## config.mk

```make
export PLATFORM = sky130hd
export DESIGN_NAME = edge_watchdog
export DESIGN_NICKNAME = d
export VERILOG_FILES = /design/src/rtl/edge_watchdog_pkg.sv /design/src/rtl/wdog_kick_sync.sv /design/src/rtl/wdog_timer.sv /design/src/rtl/edge_watchdog.sv
export SDC_FILE = /design/constraint.sdc
export NUM_CORES = 1
export LEC_CHECK = 0
export BUFFER_PORTS_ARGS = -buffer_cell sky130_fd_sc_hd__buf_2
export CAP_MARGIN = 40
export CORE_MARGIN = 8
export CORE_UTILIZATION = 55
export DETAILED_ROUTE_END_ITERATION = 10
export GPL_ROUTABILITY_DRIVEN = 0
export PLACE_DENSITY = 0.72
export SETUP_SLACK_MARGIN = 0.1
export SLEW_MARGIN = 25
export SYNTH_ARGS = -nofsm -noshare
export SYNTH_HDL_FRONTEND = slang
export SYNTH_SLANG_ARGS = --single-unit
```

## constraint.sdc

```tcl
create_clock -name clk -period 3.6 [get_ports clk]
set_input_delay 0.36 -clock clk [delete_from_list [all_inputs] [get_ports clk]]
set_output_delay 0.36 -clock clk [all_outputs]
set_load 0.1 [all_outputs]
```

## src/rtl/edge_watchdog_pkg.sv

```systemverilog
package edge_watchdog_pkg;

    // Control bundle passed from the top to the timer core.
    typedef struct packed {
        logic hold;   // clear and disarm
        logic kick;   // synchronized edge seen this cycle
    } wd_ctrl_t;

    // Bits needed to hold the value 0..limit inclusive.
    function automatic int unsigned count_bits(input longint unsigned limit);
        int unsigned n;
        n = 1;
        while ((longint'(1) << n) <= limit) n++;
        return n;
    endfunction

endpackage

```

## src/rtl/wdog_kick_sync.sv

```systemverilog
module wdog_kick_sync #(
    parameter int unsigned STAGES = 2
) (
    input  logic clk,
    input  logic rst_n,
    input  logic kick_i,
    output logic edge_o
);

    localparam int unsigned TOP = STAGES - 1;

    typedef struct packed {
        logic [TOP:0] chain;
        logic         prev;
    } sync_st_t;

    sync_st_t st_q, st_d;

    generate
        if (STAGES == 1) begin : g_single
            always_comb begin
                st_d          = st_q;
                st_d.chain[0] = kick_i;
                st_d.prev     = st_q.chain[TOP];
            end
        end else begin : g_multi
            always_comb begin
                st_d       = st_q;
                st_d.chain = {st_q.chain[TOP-1:0], kick_i};
                // previous sample tracks even while the timer is held
                st_d.prev  = st_q.chain[TOP];
            end
        end
    endgenerate

    always_ff @(posedge clk or negedge rst_n) begin
        if (!rst_n) begin
            st_q <= '0;
        end else begin
            st_q <= st_d;
        end
    end

    assign edge_o = st_q.chain[TOP] ^ st_q.prev;

endmodule

```

## src/rtl/wdog_timer.sv

```systemverilog
module wdog_timer
    import edge_watchdog_pkg::*;
#(
    parameter longint unsigned TIMEOUT_CYC = 80_000_000,
    parameter int unsigned     CNT_W       = count_bits(TIMEOUT_CYC)
) (
    input  logic             clk,
    input  logic             rst_n,
    input  wd_ctrl_t         ctrl_i,
    output logic [CNT_W-1:0] count_o,
    output logic             expired_o
);

    localparam logic [CNT_W-1:0] LIMIT = CNT_W'(TIMEOUT_CYC);

    typedef struct packed {
        logic             armed;
        logic [CNT_W-1:0] count;
    } tmr_st_t;

    tmr_st_t st_q, st_d;

    always_comb begin
        st_d = st_q;
        if (ctrl_i.hold) begin
            st_d.armed = 1'b0;
            st_d.count = '0;
        end else if (ctrl_i.kick) begin
            st_d.armed = 1'b1;
            st_d.count = '0;
        end else if (st_q.armed && (st_q.count != LIMIT)) begin
            st_d.count = st_q.count + 1'b1;
        end
    end

    always_ff @(posedge clk or negedge rst_n) begin
        if (!rst_n) begin
            st_q <= '0;
        end else begin
            st_q <= st_d;
        end
    end

    assign count_o   = st_q.count;
    assign expired_o = (st_q.count == LIMIT);

endmodule

```

## src/rtl/edge_watchdog.sv

```systemverilog
module edge_watchdog
    import edge_watchdog_pkg::*;
#(
    parameter longint unsigned TIMEOUT_CYC = 80_000_000,
    parameter int unsigned     SYNC_STAGES = 2
) (
    input  logic clk,
    input  logic rst_n,
    input  logic kick_i,
    input  logic kick_drv_i,
    input  logic supply_ok_i,
    input  logic sys_rst_act_i,
    output logic wdog_n_o
);

    localparam int unsigned CNT_W = count_bits(TIMEOUT_CYC);

    logic             kick_edge;
    logic [CNT_W-1:0] tmr_count;
    logic             tmr_expired;
    wd_ctrl_t         ctrl;

    wdog_kick_sync #(
        .STAGES (SYNC_STAGES)
    ) u_sync (
        .clk    (clk),
        .rst_n  (rst_n),
        .kick_i (kick_i),
        .edge_o (kick_edge)
    );

    always_comb begin
        ctrl.hold = sys_rst_act_i | ~kick_drv_i | ~supply_ok_i;
        ctrl.kick = kick_edge;
    end

    wdog_timer #(
        .TIMEOUT_CYC (TIMEOUT_CYC),
        .CNT_W       (CNT_W)
    ) u_timer (
        .clk       (clk),
        .rst_n     (rst_n),
        .ctrl_i    (ctrl),
        .count_o   (tmr_count),
        .expired_o (tmr_expired)
    );

    // supply loss acts without a clock edge
    assign wdog_n_o = supply_ok_i & ~tmr_expired;

endmodule

```

; Word level (Yosys, flattened, before mapping)
; Index checks and enable logic that the tools add are counted.
[totals]
reg_bits = 31
[classes]
n_addsub = 1
eq_ne = 2
mux = 4
n_bitwise = 7
n_reduce_logical = 3
[op_table]
columns = op, count
row1 = $mux 27, 2
row2 = $mux 28, 1
row3 = $add 27x1->27 const B, 1
row4 = $eq 27x27->1 const B, 1
row5 = $ne 27x27->1 const B, 1
row6 = $not 1->1, 3
row7 = $reduce_bool 3->1, 1
row8 = $or 1x1->1, 2
row9 = $reduce_bool 2->1, 1
row10 = $and 1x1->1, 1
row11 = $logic_and 1x1->1, 1
row12 = $mux 1, 1
row13 = $xor 1x1->1, 1

; Longest topological paths before layout
; Gate-level depths: netlist of the first run.
[depth]
ltp_word = 5
depth_mapped = 6
depth_no_buf = 5

; Cells and area by module
; From an unflattened synthesis of the first run, not the netlist that was laid out.
[hier_totals]
cells_unflattened = 215
hier_area_um2 = 2006.9
[by_module_without_submodules]
columns = module, n_inst, cells_each, area_each_um2
row1 = wdog_timer, 1, 209, 1901.8
row2 = wdog_kick_sync, 1, 4, 83.8
row3 = edge_watchdog, 1, 2, 21.3

; Worst setup path after synthesis of the first run
; No wires, ideal clock.
[synth_timing]
kind = register to output
startpoint = reg u_timer.st_q, in the netlist u_timer.count_o[10]
endpoint = out wdog_n_o
t_arrival_ps = 3027
t_required_ps = 3240
path_slack_ps = 213
path_stages_with_launch = 4
n_path_buf = 0
cell_sequence = dfrtp_1 -> and3_1 -> and4_1 -> a21boi_0
[synth_via]
elab_chain_len = 3
[synth_rtl]
columns = element, line_no
row1 = start: declaration, wdog_timer.sv:21  ; tmr_st_t st_q, st_d;
row2 = start signal: assignment, wdog_timer.sv:40  ; st_q <= st_d;
row3 = $eq 27x27->1, wdog_timer.sv:45  ; assign expired_o = (st_q.count == LIMIT);
row4 = $not 1->1, edge_watchdog.sv:49  ; assign wdog_n_o = supply_ok_i & ~tmr_expired;
row5 = $and 1x1->1, edge_watchdog.sv:49
row6 = end: declaration, edge_watchdog.sv:13  ; output logic wdog_n_o
; No other way between the ends.

; Worst setup path after layout of the first run
[layout_timing]
startpoint = reg u_timer.st_q, in the netlist u_timer.count_o[21]
endpoint = out wdog_n_o
; Same word-level chain as after synthesis.

==> results of run 1 <==
cells by family (layout without fill, tap and decap cells):
family | Yosys count | in the layout
AOI/OAI and AO/OA | 35 | 35
xor gates and xnor gates | 9 | 9
adders and majority gates | 2 | 2
buffers and inverters | 12 | 19
DFF | 31 | 31
muxes | 3 | 3
and+or+nand+nor | 79 | 79
Yosys cell counts, drive strengths merged, types with 3 or more instances:
cell type,instances
dfrtp,31
a21oi,14
nand2,12
nor2,12
nand4,11
or4,9
xor2,8
nand3,7
o21ai,7
o31ai,7
or3,7
and4,5
inv,5
and3,4
buf,4
o21a,4
and2,3
clkbuf,3
mux2i,3
worst max-delay path by stage:
stage	end	slack, ns	cells after the start
after floorplan	wdog_n_o	0.21	3
after global placement	wdog_n_o	1.45	4
after detailed placement	wdog_n_o	1.43	4
after CTS	wdog_n_o	1.05	4
after global routing	wdog_n_o	0.98	4
final	wdog_n_o	1.08	4
power breakdown:
part           leakage [nW]   total, W  internal [W]  switching, W
clock                0.0383   0.000256      0.000143      0.000113
combinational         0.250  0.0000228    0.00000525     0.0000175
sequential            0.426   0.000352      0.000350    0.00000166
total                 0.714   0.000630      0.000498      0.000132
layer usage:
layer | track usage | part of all wire
met1 | 0.194 | 0.48
met2 | 0.245 | 0.47
met3 | 0.0363 | 0.023
met4 | 0.0907 | 0.028
met5 | 0 | 0
flip-flops by register name, summed over array words and instances (netlist names):
name and flops:
u_sync.st_d 2, u_sync.st_q 1, u_timer.count_o 27, u_timer.st_q 1
layout make-up:
| type | count | area, um2 | area share |
|---|---|---|---|
| Clock buffer | 6 | 41.3 | 0.0226 |
| Clock inverter | 1 | 30.0 | 0.0164 |
| Inverter | 5 | 18.8 | 0.0103 |
| Multi-Input combinational cell | 128 | 882 | 0.483 |
| Sequential cell | 31 | 776 | 0.425 |
| Tap cell | 33 | 41.3 | 0.0226 |
| Timing Repair Buffer | 7 | 37.5 | 0.0205 |
stage by stage:
stage	area [um2]	total power [W]	utilization
4_1_cts	1830	0.000637	0.608
3_3_place_gp	1760	0.000382	0.585
5_1_grt	1830	0.000656	0.608
3_5_place_dp	1760	0.000382	0.585
2_1_floorplan	1710	0.000370	-
6_report	1830	0.000630	0.608
==> impl_metrics.env, run 1 <==
export IMPL_power_density_cell_area_mw_per_mm2=345
export IMPL_floorplan_die_area_mm2=0.00515
export IMPL_finalHoldWorstSlack_ns=0.0528
export IMPL_number_of_global_route_vias_before_repair=1411
export IMPL_period_utilization=0.699
export IMPL_crit_reg2reg_launch="u_timer.count_o[2]"
export IMPL_final_max_slew_viol_count=0
export IMPL_worst_slew_pin_slew_ns=0.677
export IMPL_dominantRegCellSynth="sky130_fd_sc_hd__dfrtp_1"
export IMPL_layoutNonFillerInstCount=211
export IMPL_synth_area_in_adders=0.0146
export IMPL_clk_transition_reported_paths_ns=0.10
export IMPL_vdd_ir_drop_worst_uv=220
export IMPL_hold_path_class="in2async"
export IMPL_static_leak_nw=0.714
export IMPL_slew_limit_headroom=0.549
export IMPL_path_buf_inv=1
export IMPL_globalRouteTotalUtil=0.157
export IMPL_insertion_delay_ns=0.33
export IMPL_yosys_area_top_type_share=0.453
export IMPL_num_vias=1348
export IMPL_tritoncts_num_buffers=5
export IMPL_dp_slack_ns=1.43
export IMPL_final_setup_worst_slack_ns=1.08
export IMPL_wl_per_cell_um=16.3
export IMPL_worst_ep_arrival_time_ns=2.16
export IMPL_most_common_layout_cells="31 x sky130_fd_sc_hd__dfrtp_1, 14 x sky130_fd_sc_hd__a21oi_1, 12 x sky130_fd_sc_hd__nor2_1, 12 x sky130_fd_sc_hd__nand2_1"
export IMPL_clock_tree_root_cell="sky130_fd_sc_hd__clkbuf_4"
export IMPL_synth_edff_count=0
export IMPL_setup_worst_path_start="u_timer.count_o[21]"
export IMPL_yosysSeqAreaShare=0.453
export IMPL_finalNetCount=186
export IMPL_layout_commonest_cell="sky130_fd_sc_hd__dfrtp_1"
export IMPL_run_status="finished, final reports clean"
export IMPL_max_clock_freq_mhz=397
export IMPL_place_inst=204
export IMPL_fp_row_count=20
export IMPL_ctsHtreeMaxLevel=2
export IMPL_clock_skew_ns=0.0144
export IMPL_die_width_um=71.8
export IMPL_final_antenna_net_count=0
export IMPL_detail_route_drc_violations=0
export IMPL_bufs_on_longest_clock_path=2
export IMPL_combinational_family_with_the_most_area_after_synthesis="simple AND/OR/NAND/NOR gates"
export IMPL_drt_first_pass_iters=4
export IMPL_hold_viol_final=0
export IMPL_asyncSetResetFlopFracSynth=1.00
export IMPL_fillers=261
export IMPL_synth_distinct_cells=40
export IMPL_setup_reg_to_reg_worst_slack_ns=1.65
export IMPL_syn_nets=179
export IMPL_post_synth_inst_count=171
export IMPL_grt_pass1_wl_um=6380
export IMPL_critical_path_slowest_cell="sky130_fd_sc_hd__or4_1"
export IMPL_number_of_antenna_violations_at_the_first_check_in_global_routing=0
export IMPL_critical_path_max_stage_delay_ns=0.58
export IMPL_die_y_um=71.8
export IMPL_initial_core_util=0.570
export IMPL_endpoint_kind="output port"
export IMPL_totalNegativeSetupSlack_ns=0
export IMPL_simple_gate_portion_of_the_synthesized_area=0.310
export IMPL_cts_repair_resized=0
export IMPL_category_of_the_most_critical_setup_path="reg2out"
export IMPL_ios=7
export IMPL_holdBufCountCts=0
export IMPL_setup_repair_after_global_routing_missed_its_margin="false"
export IMPL_drt_initial_drc_count=81
export IMPL_synth_xor_area_share=0.0461
export IMPL_largest_delay_share_family_worst_path="simple AND/OR/NAND/NOR gates"
export IMPL_synthMuxAreaShare=0.0175
export IMPL_mean_number_of_vias_per_cell=6.39
export IMPL_post_dp_hpwl_um=2480
export IMPL_core_area_mm2=0.00300
export IMPL_start_kind="flip-flop"
export IMPL_grt_max_degree=32
export IMPL_synth_area_per_cell_um2=10.0
export IMPL_yosys_top_cells_area="sky130_fd_sc_hd__dfrtp_1 45%, sky130_fd_sc_hd__a21oi_1 4.1%, sky130_fd_sc_hd__xor2_1 4.1%"
export IMPL_grt_remaining_overflow=0
export IMPL_setup_violations=0
export IMPL_cp_cell_sequence="or4_1 > nor4_4 > a21boi_0 > buf_2"
export IMPL_final_period_minus_worst_setup_slack_ns=2.52
export IMPL_critical_path_required_ns=3.24
export IMPL_yosys_warnings=0
export IMPL_cap_viol_max_count=0
export IMPL_placement_io_buffers=6
export IMPL_cp_max_fo=5
export IMPL_synth_ff_latch_count=31
export IMPL_post_cts_setup_buffers=0
export IMPL_critical_path_reg2reg_endpoint="u_timer.count_o[20]"
export IMPL_cts_sinks=31
export IMPL_r2r_worst_path_cells=4
export IMPL_synth_area_mm2=0.00171
export IMPL_final_layout_size_suffix_gt1_frac=0.124
export IMPL_tritoncts_clock_tree="yes"
export IMPL_antenna_diode_count=0
export IMPL_detail_route_wirelength_um=3430
export IMPL_synth_compound_area_share=0.127
export IMPL_yosys_area_top_type="sky130_fd_sc_hd__dfrtp_1"
export IMPL_area_delta_synth_final_pct=6.73
(Power assumes the default switching activity.)
==> run 2, diff against run 1 <==
==> constraint.sdc (replaced) <==
create_clock -name clk -period 2.6 [get_ports clk]
set_input_delay 0.26 -clock clk [delete_from_list [all_inputs] [get_ports clk]]
set_output_delay 0.26 -clock clk [all_outputs]
set_load 0.1 [all_outputs]
==> run 2 against run 1 <==
  * Combinational power grew 46%
  * Clock skew shrank 0.0093 ns
  * Highest routed layer unchanged
  * Final area shrank 0.89%
==> impl_metrics.env, run 2 (synthesis gave the netlist of run 1 again) <==
export IMPL_cts_repair_resized=0
export IMPL_area_delta_synth_final_pct=5.78
export IMPL_detail_route_drc_violations=0
export IMPL_core_area_mm2=0.00300
export IMPL_category_of_the_most_critical_setup_path="reg2out"
export IMPL_setup_violations=0
export IMPL_critical_path_cell_count=4
export IMPL_placement_io_buffers=6
export IMPL_static_leak_nw=0.705
export IMPL_bufs_on_longest_clock_path=2
export IMPL_cap_viol_max_count=0
export IMPL_number_of_global_route_vias_before_repair=1272
export IMPL_ctsHtreeMaxLevel=2
export IMPL_insertion_delay_ns=0.34
export IMPL_hold_path_depth=1
export IMPL_period_utilization=0.915
export IMPL_tritoncts_num_buffers=5
export IMPL_place_inst=204
export IMPL_fp_row_count=20
export IMPL_regArea_um2=776
export IMPL_finalNetCount=187
export IMPL_fillers=260
export IMPL_final_antenna_net_count=0
export IMPL_top_signal_layer_used="met4"
export IMPL_number_of_antenna_violations_at_the_first_check_in_global_routing=0
export IMPL_ios=7
export IMPL_cts_sinks=31
export IMPL_final_layout_size_suffix_gt1_frac=0.124
export IMPL_path_buf_inv=1
export IMPL_run_status="finished, final reports clean"
export IMPL_clock_skew_ns=0.00516
export IMPL_num_vias=1347
export IMPL_max_clock_freq_mhz=420
export IMPL_hp_start="kick_i"
export IMPL_endpoint_kind="output port"
export IMPL_layoutNonFillerInstCount=211
export IMPL_critical_path_required_ns=2.34
export IMPL_mean_number_of_vias_per_cell=6.38
export IMPL_setup_reg_to_reg_worst_slack_ns=0.67
export IMPL_power_density_cell_area_mw_per_mm2=429
export IMPL_grt_max_degree=32
export IMPL_r2r_worst_path_cells=4
export IMPL_final_period_minus_worst_setup_slack_ns=2.38
export IMPL_cp_cell_sequence="or4_1 > nor4_4 > a21boi_2 > buf_2"
export IMPL_met2RoutedLength_um=1740
export IMPL_die_width_um=71.8
export IMPL_layout_commonest_cell="sky130_fd_sc_hd__dfrtp_1"
export IMPL_hold_viol_final=0
export IMPL_grt_remaining_overflow=0
export IMPL_critical_path_reg2reg_endpoint="u_timer.count_o[22]"
export IMPL_hold_path_class="in2reg"
export IMPL_wl_per_cell_um=16.5
export IMPL_slew_limit_headroom=0.541
export IMPL_drt_first_pass_iters=4
export IMPL_initial_core_util=0.570
export IMPL_worst_ep_arrival_time_ns=2.12
export IMPL_area_of_combinational_cells_with_multiple_inputs_um2=886
export IMPL_antenna_diode_count=0
export IMPL_globalRouteTotalUtil=0.144
export IMPL_most_common_layout_cells="31 x sky130_fd_sc_hd__dfrtp_1, 14 x sky130_fd_sc_hd__a21oi_1, 12 x sky130_fd_sc_hd__nor2_1, 12 x sky130_fd_sc_hd__nand2_1"
export IMPL_post_cts_setup_buffers=0
export IMPL_setup_repair_after_global_routing_missed_its_margin="false"
export IMPL_clock_tree_root_cell="sky130_fd_sc_hd__clkbuf_4"
export IMPL_worst_slew_pin_slew_ns=0.688
export IMPL_met3_length_um=121
export IMPL_largest_delay_share_family_worst_path="simple AND/OR/NAND/NOR gates"
export IMPL_totalNegativeSetupSlack_ns=0
export IMPL_cp_max_fo=5
export IMPL_hold_path_end="u_sync.st_d[2]"
export IMPL_drt_initial_drc_count=81
export IMPL_vdd_ir_drop_worst_uv=340
export IMPL_clk_transition_reported_paths_ns=0.09
export IMPL_tritoncts_clock_tree="yes"
export IMPL_post_dp_hpwl_um=2510
export IMPL_start_kind="flip-flop"
export IMPL_wl_met1_um=1530
export IMPL_critical_path_slowest_cell="sky130_fd_sc_hd__or4_1"
export IMPL_detail_route_wirelength_um=3490
export IMPL_crit_reg2reg_launch="u_timer.count_o[2]"
export IMPL_grt_pass1_wl_um=5700
export IMPL_floorplan_die_area_mm2=0.00515
export IMPL_die_y_um=71.8
export IMPL_largest_register_ffs=27
export IMPL_critical_path_max_stage_delay_ns=0.59
export IMPL_final_max_slew_viol_count=0
[run 2: changes by cell type in the layout (fill, tap and decap cells not counted)]
| cell | change |
|---|---|
| sky130_fd_sc_hd__dlygate4sd3_1 | +1 |
| sky130_fd_sc_hd__bufinv_16 | -1 |
| sky130_fd_sc_hd__a21boi_0 | -1 |
| sky130_fd_sc_hd__a21boi_2 | +1 |
[run 2: stage by stage]
step           hold slack [ns]  utilization  setup WS [ns]  cell area [um2]  total power, W
3_5_place_dp             0.347        0.586          0.591             1760        0.000530
5_1_grt                 0.0125        0.603          0.131             1810        0.000799
4_1_cts                 0.0199        0.603          0.212             1810        0.000782
3_3_place_gp             0.334        0.586          0.594             1760        0.000529
2_1_floorplan          -0.0356            -          0.647             1720        0.000512
6_report                0.0243        0.603          0.220             1810        0.000777
[run 2: worst max-delay path by stage]
stage	startpoint	endpoint	slack, ns
floorplan	u_timer.count_o[10]	wdog_n_o	0.65
global placement	u_timer.count_o[21]	wdog_n_o	0.59
detailed placement	u_timer.count_o[11]	wdog_n_o	0.59
global route	u_timer.count_o[21]	wdog_n_o	0.13
finish	u_timer.count_o[21]	wdog_n_o	0.22
CTS	u_timer.count_o[21]	wdog_n_o	0.21
[run 2: layer usage]
| layer | track usage | vias up |
|---|---|---|
| met5 | 0 | - |
| met4 | 0.107 | 0 |
| met3 | 0.0377 | 11 |
| met2 | 0.224 | 29 |
| met1 | 0.166 | 655 |
| li1 | - | 652 |
[run 2: area by class of cell]
type                       count  share of cell area
clock buffer                   6              0.0228
tap                           33              0.0228
inverter                       5              0.0104
multi-input combinational    128               0.489
sequential                    31               0.428
timing repair buffer           8              0.0263
[run 2: what timing repair did]
| item | 4_1_cts | 5_1_grt |
|---|---|---|
| hold buffers | 1 | 0 |
| hold endpoints to repair | 31 | 0 |
| setup endpoints to repair | 0 | 0 |
[run 2: where the power goes]
| part | leakage (nW) | internal (W) | switching [W] |
|---|---|---|---|
| clock network | 0.0242 | 0.0000960 | 0.000161 |
| registers | 0.426 | 0.000485 | 0.00000232 |
| logic | 0.255 | 0.00000856 | 0.0000247 |
| total | 0.705 | 0.000589 | 0.000188 |
==> run 3, diff against run 2 <==
--- a/config.mk
+++ b/config.mk
@@ -7,6 +7,7 @@
 export LEC_CHECK = 0
 export BUFFER_PORTS_ARGS = -buffer_cell sky130_fd_sc_hd__buf_2
 export CAP_MARGIN = 40
+export CORE_ASPECT_RATIO = 1.4
 export CORE_MARGIN = 8
 export CORE_UTILIZATION = 55
 export DETAILED_ROUTE_END_ITERATION = 10
==> run 3 against run 2 <==
  * Combinational power fell by 4%
  * Clock skew fell by 0.00061 ns
  * Clock power rose by 46%
  * Die area rose by 0.49%
  * Final area rose by 2.4%
  * Routed wire length rose by 2.3%
  * Count of clock-buffer cells in the layout did not move
  * Core utilization rose by 0.85 points
  * Fmax rose by 2.1%
  * Largest power group unchanged
==> impl_metrics.env, run 3 (synthesis gave the netlist of run 1 again) <==
export IMPL_run_status="finished, final reports clean"
export IMPL_slew_limit_headroom=0.531
export IMPL_final_period_minus_worst_setup_slack_ns=2.33
export IMPL_totalNegativeSetupSlack_ns=0
export IMPL_cap_viol_max_count=0
export IMPL_grtUsageMet3=0.0409
export IMPL_tritoncts_clock_tree="yes"
export IMPL_grt_met1_usage=0.158
export IMPL_core_area_mm2=0.00303
export IMPL_cp_max_fo=7
export IMPL_hold_viol_final=0
export IMPL_power_share_of_the_clock_group=0.420
export IMPL_power_frac_comb=0.036
export IMPL_path_buf_inv=1
export IMPL_setup_reg_to_reg_worst_slack_ns=0.55
export IMPL_grt_remaining_overflow=0
export IMPL_post_dp_hpwl_um=2530
export IMPL_tritoncts_num_buffers=5
export IMPL_final_setup_worst_slack_ns=0.268
export IMPL_area_delta_synth_final_pct=8.33
export IMPL_ctsHtreeMaxLevel=2
export IMPL_critical_path_required_ns=2.34
export IMPL_globalRouteTotalUtil=0.149
export IMPL_initial_core_util=0.564
export IMPL_mean_number_of_vias_per_cell=6.22
export IMPL_cts_sinks=31
export IMPL_clock_tree_root_cell="sky130_fd_sc_hd__clkbuf_8"
export IMPL_gr_usage_met2=0.264
export IMPL_number_of_antenna_violations_at_the_first_check_in_global_routing=0
export IMPL_finalCoreUtilization=0.611
export IMPL_final_layout_size_suffix_gt1_frac=0.135
export IMPL_grt_max_degree=32
export IMPL_post_cts_setup_buffers=0
export IMPL_worst_ep_arrival_time_ns=2.07
export IMPL_grt_busiest_layer="met2"
export IMPL_detail_route_wirelength_um=3570
export IMPL_start_kind="flip-flop"
export IMPL_num_vias=1350
export IMPL_bufs_on_longest_clock_path=2
export IMPL_cp_cell_sequence="or4_4 > nor4_4 > a21boi_2 > buf_2"
export IMPL_period_utilization=0.897
export IMPL_floorplan_die_area_mm2=0.00518
export IMPL_hold_path_class="in2async"
export IMPL_vdd_ir_drop_worst_uv=283
export IMPL_switching_share=0.219
export IMPL_cts_repair_resized=0
export IMPL_finalHoldWorstSlack_ns=0.0264
export IMPL_finalNetCount=186
export IMPL_fp_row_count=24
export IMPL_clock_skew_ns=0.00455
export IMPL_endpoint_kind="output port"
export IMPL_antenna_diode_count=0
export IMPL_die_width_um=63.1
export IMPL_wl_per_cell_um=16.4
export IMPL_largest_delay_share_family_worst_path="simple AND/OR/NAND/NOR gates"
export IMPL_critical_path_max_stage_delay_ns=0.56
export IMPL_clk_transition_reported_paths_ns=0.06
export IMPL_category_of_the_most_critical_setup_path="reg2out"
export IMPL_die_y_um=82.0
export IMPL_static_leak_nw=0.724
export IMPL_switching_power_w=0.000196
export IMPL_setup_violations=0
export IMPL_critical_path_slowest_cell="sky130_fd_sc_hd__or4_4"
export IMPL_share_of_total_power_in_sequential_cells=0.544
export IMPL_insertion_delay_ns=0.28
export IMPL_final_max_slew_viol_count=0
export IMPL_drt_first_pass_iters=4
export IMPL_worst_slew_pin_slew_ns=0.704
export IMPL_internal_power_of_the_cells_w=0.000700
export IMPL_final_antenna_net_count=0
export IMPL_holdBufCountCts=0
export IMPL_grt_pass1_wl_um=6030
export IMPL_placement_io_buffers=6
export IMPL_number_of_global_route_vias_before_repair=1348
export IMPL_power_density_cell_area_mw_per_mm2=483
export IMPL_detail_route_drc_violations=0
export IMPL_setup_repair_after_global_routing_missed_its_margin="false"
export IMPL_max_clock_freq_mhz=429
export IMPL_largest_register_ffs=27
export IMPL_dp_slack_ns=0.569
export IMPL_most_common_layout_cells="31 x sky130_fd_sc_hd__dfrtp_1, 14 x sky130_fd_sc_hd__a21oi_1, 12 x sky130_fd_sc_hd__nor2_1, 12 x sky130_fd_sc_hd__nand2_1"
export IMPL_layout_commonest_cell="sky130_fd_sc_hd__dfrtp_1"
export IMPL_drt_initial_drc_count=58
export IMPL_ios=7
-- run 3: changes by cell type in the layout (fill, tap and decap cells not counted) --
cell,before,now
sky130_fd_sc_hd__clkbuf_8,0,6
sky130_fd_sc_hd__clkbuf_4,5,0
sky130_fd_sc_hd__clkbuf_1,1,0
sky130_fd_sc_hd__clkinv_2,0,1
sky130_fd_sc_hd__dlygate4sd3_1,1,0
-- run 3: per-layer routing --
layer | vias to the layer above | part of all wire
met4 | 0 | 0.019
met3 | 7 | 0.046
met5 | - | 0
met2 | 27 | 0.52
met1 | 665 | 0.42
li1 | 651 | -
-- run 3: final cells by class --
type,count,area (um2)
fill,277,1180
multi-input combinational,128,886
sequential,31,776
clock buffer,6,82.6
tap,39,48.8
timing repair buffer,7,37.5
inverter,5,18.8
clock inverter,1,5.00
-- run 3: path summary, 6_finish.rpt --
kind	endpoint	from	cells past startpoint
hold reg to reg	u_sync.st_d[0]	u_sync.st_d[2]	0
max in group asynchronous	u_timer.count_o[6]	rst_n	1
setup / recovery	wdog_n_o	u_timer.count_o[11]	4
setup reg to reg	u_timer.count_o[22]	u_timer.count_o[2]	4
min in group clk	u_sync.st_d[2]	kick_i	1
hold / removal	u_timer.count_o[7]	rst_n	1
-- run 3: power by group through the flow --
| stage | sequential [W] | clock [W] | combinational (W) |
|---|---|---|---|
| 6_report | 0.000488 | 0.000376 | 0.0000321 |
| 5_1_grt | 0.000488 | 0.000400 | 0.0000362 |
| 4_1_cts | 0.000488 | 0.000389 | 0.0000332 |
| 3_5_place_dp | 0.000497 | 0 | 0.0000331 |
| 3_3_place_gp | 0.000496 | 0 | 0.0000324 |
| 2_1_floorplan | 0.000496 | 0 | 0.0000160 |
-- run 3: worst register-to-register path, stage by stage, from the launching register on --
cell,delay [ns]
sky130_fd_sc_hd__dfrtp_1,0.43
sky130_fd_sc_hd__and3_1,0.41
sky130_fd_sc_hd__nand4_2,0.40
sky130_fd_sc_hd__or4_1,0.53
sky130_fd_sc_hd__a21oi_1,0.20
-- run 3: metrics by stage --
stage	instances	total power [W]	cell area, um2
CTS	217	0.000910	1850
finish	217	0.000896	1850
floorplan	171	0.000512	1720
detailed placement	210	0.000530	1770
global placement	210	0.000529	1770
global route	217	0.000924	1850
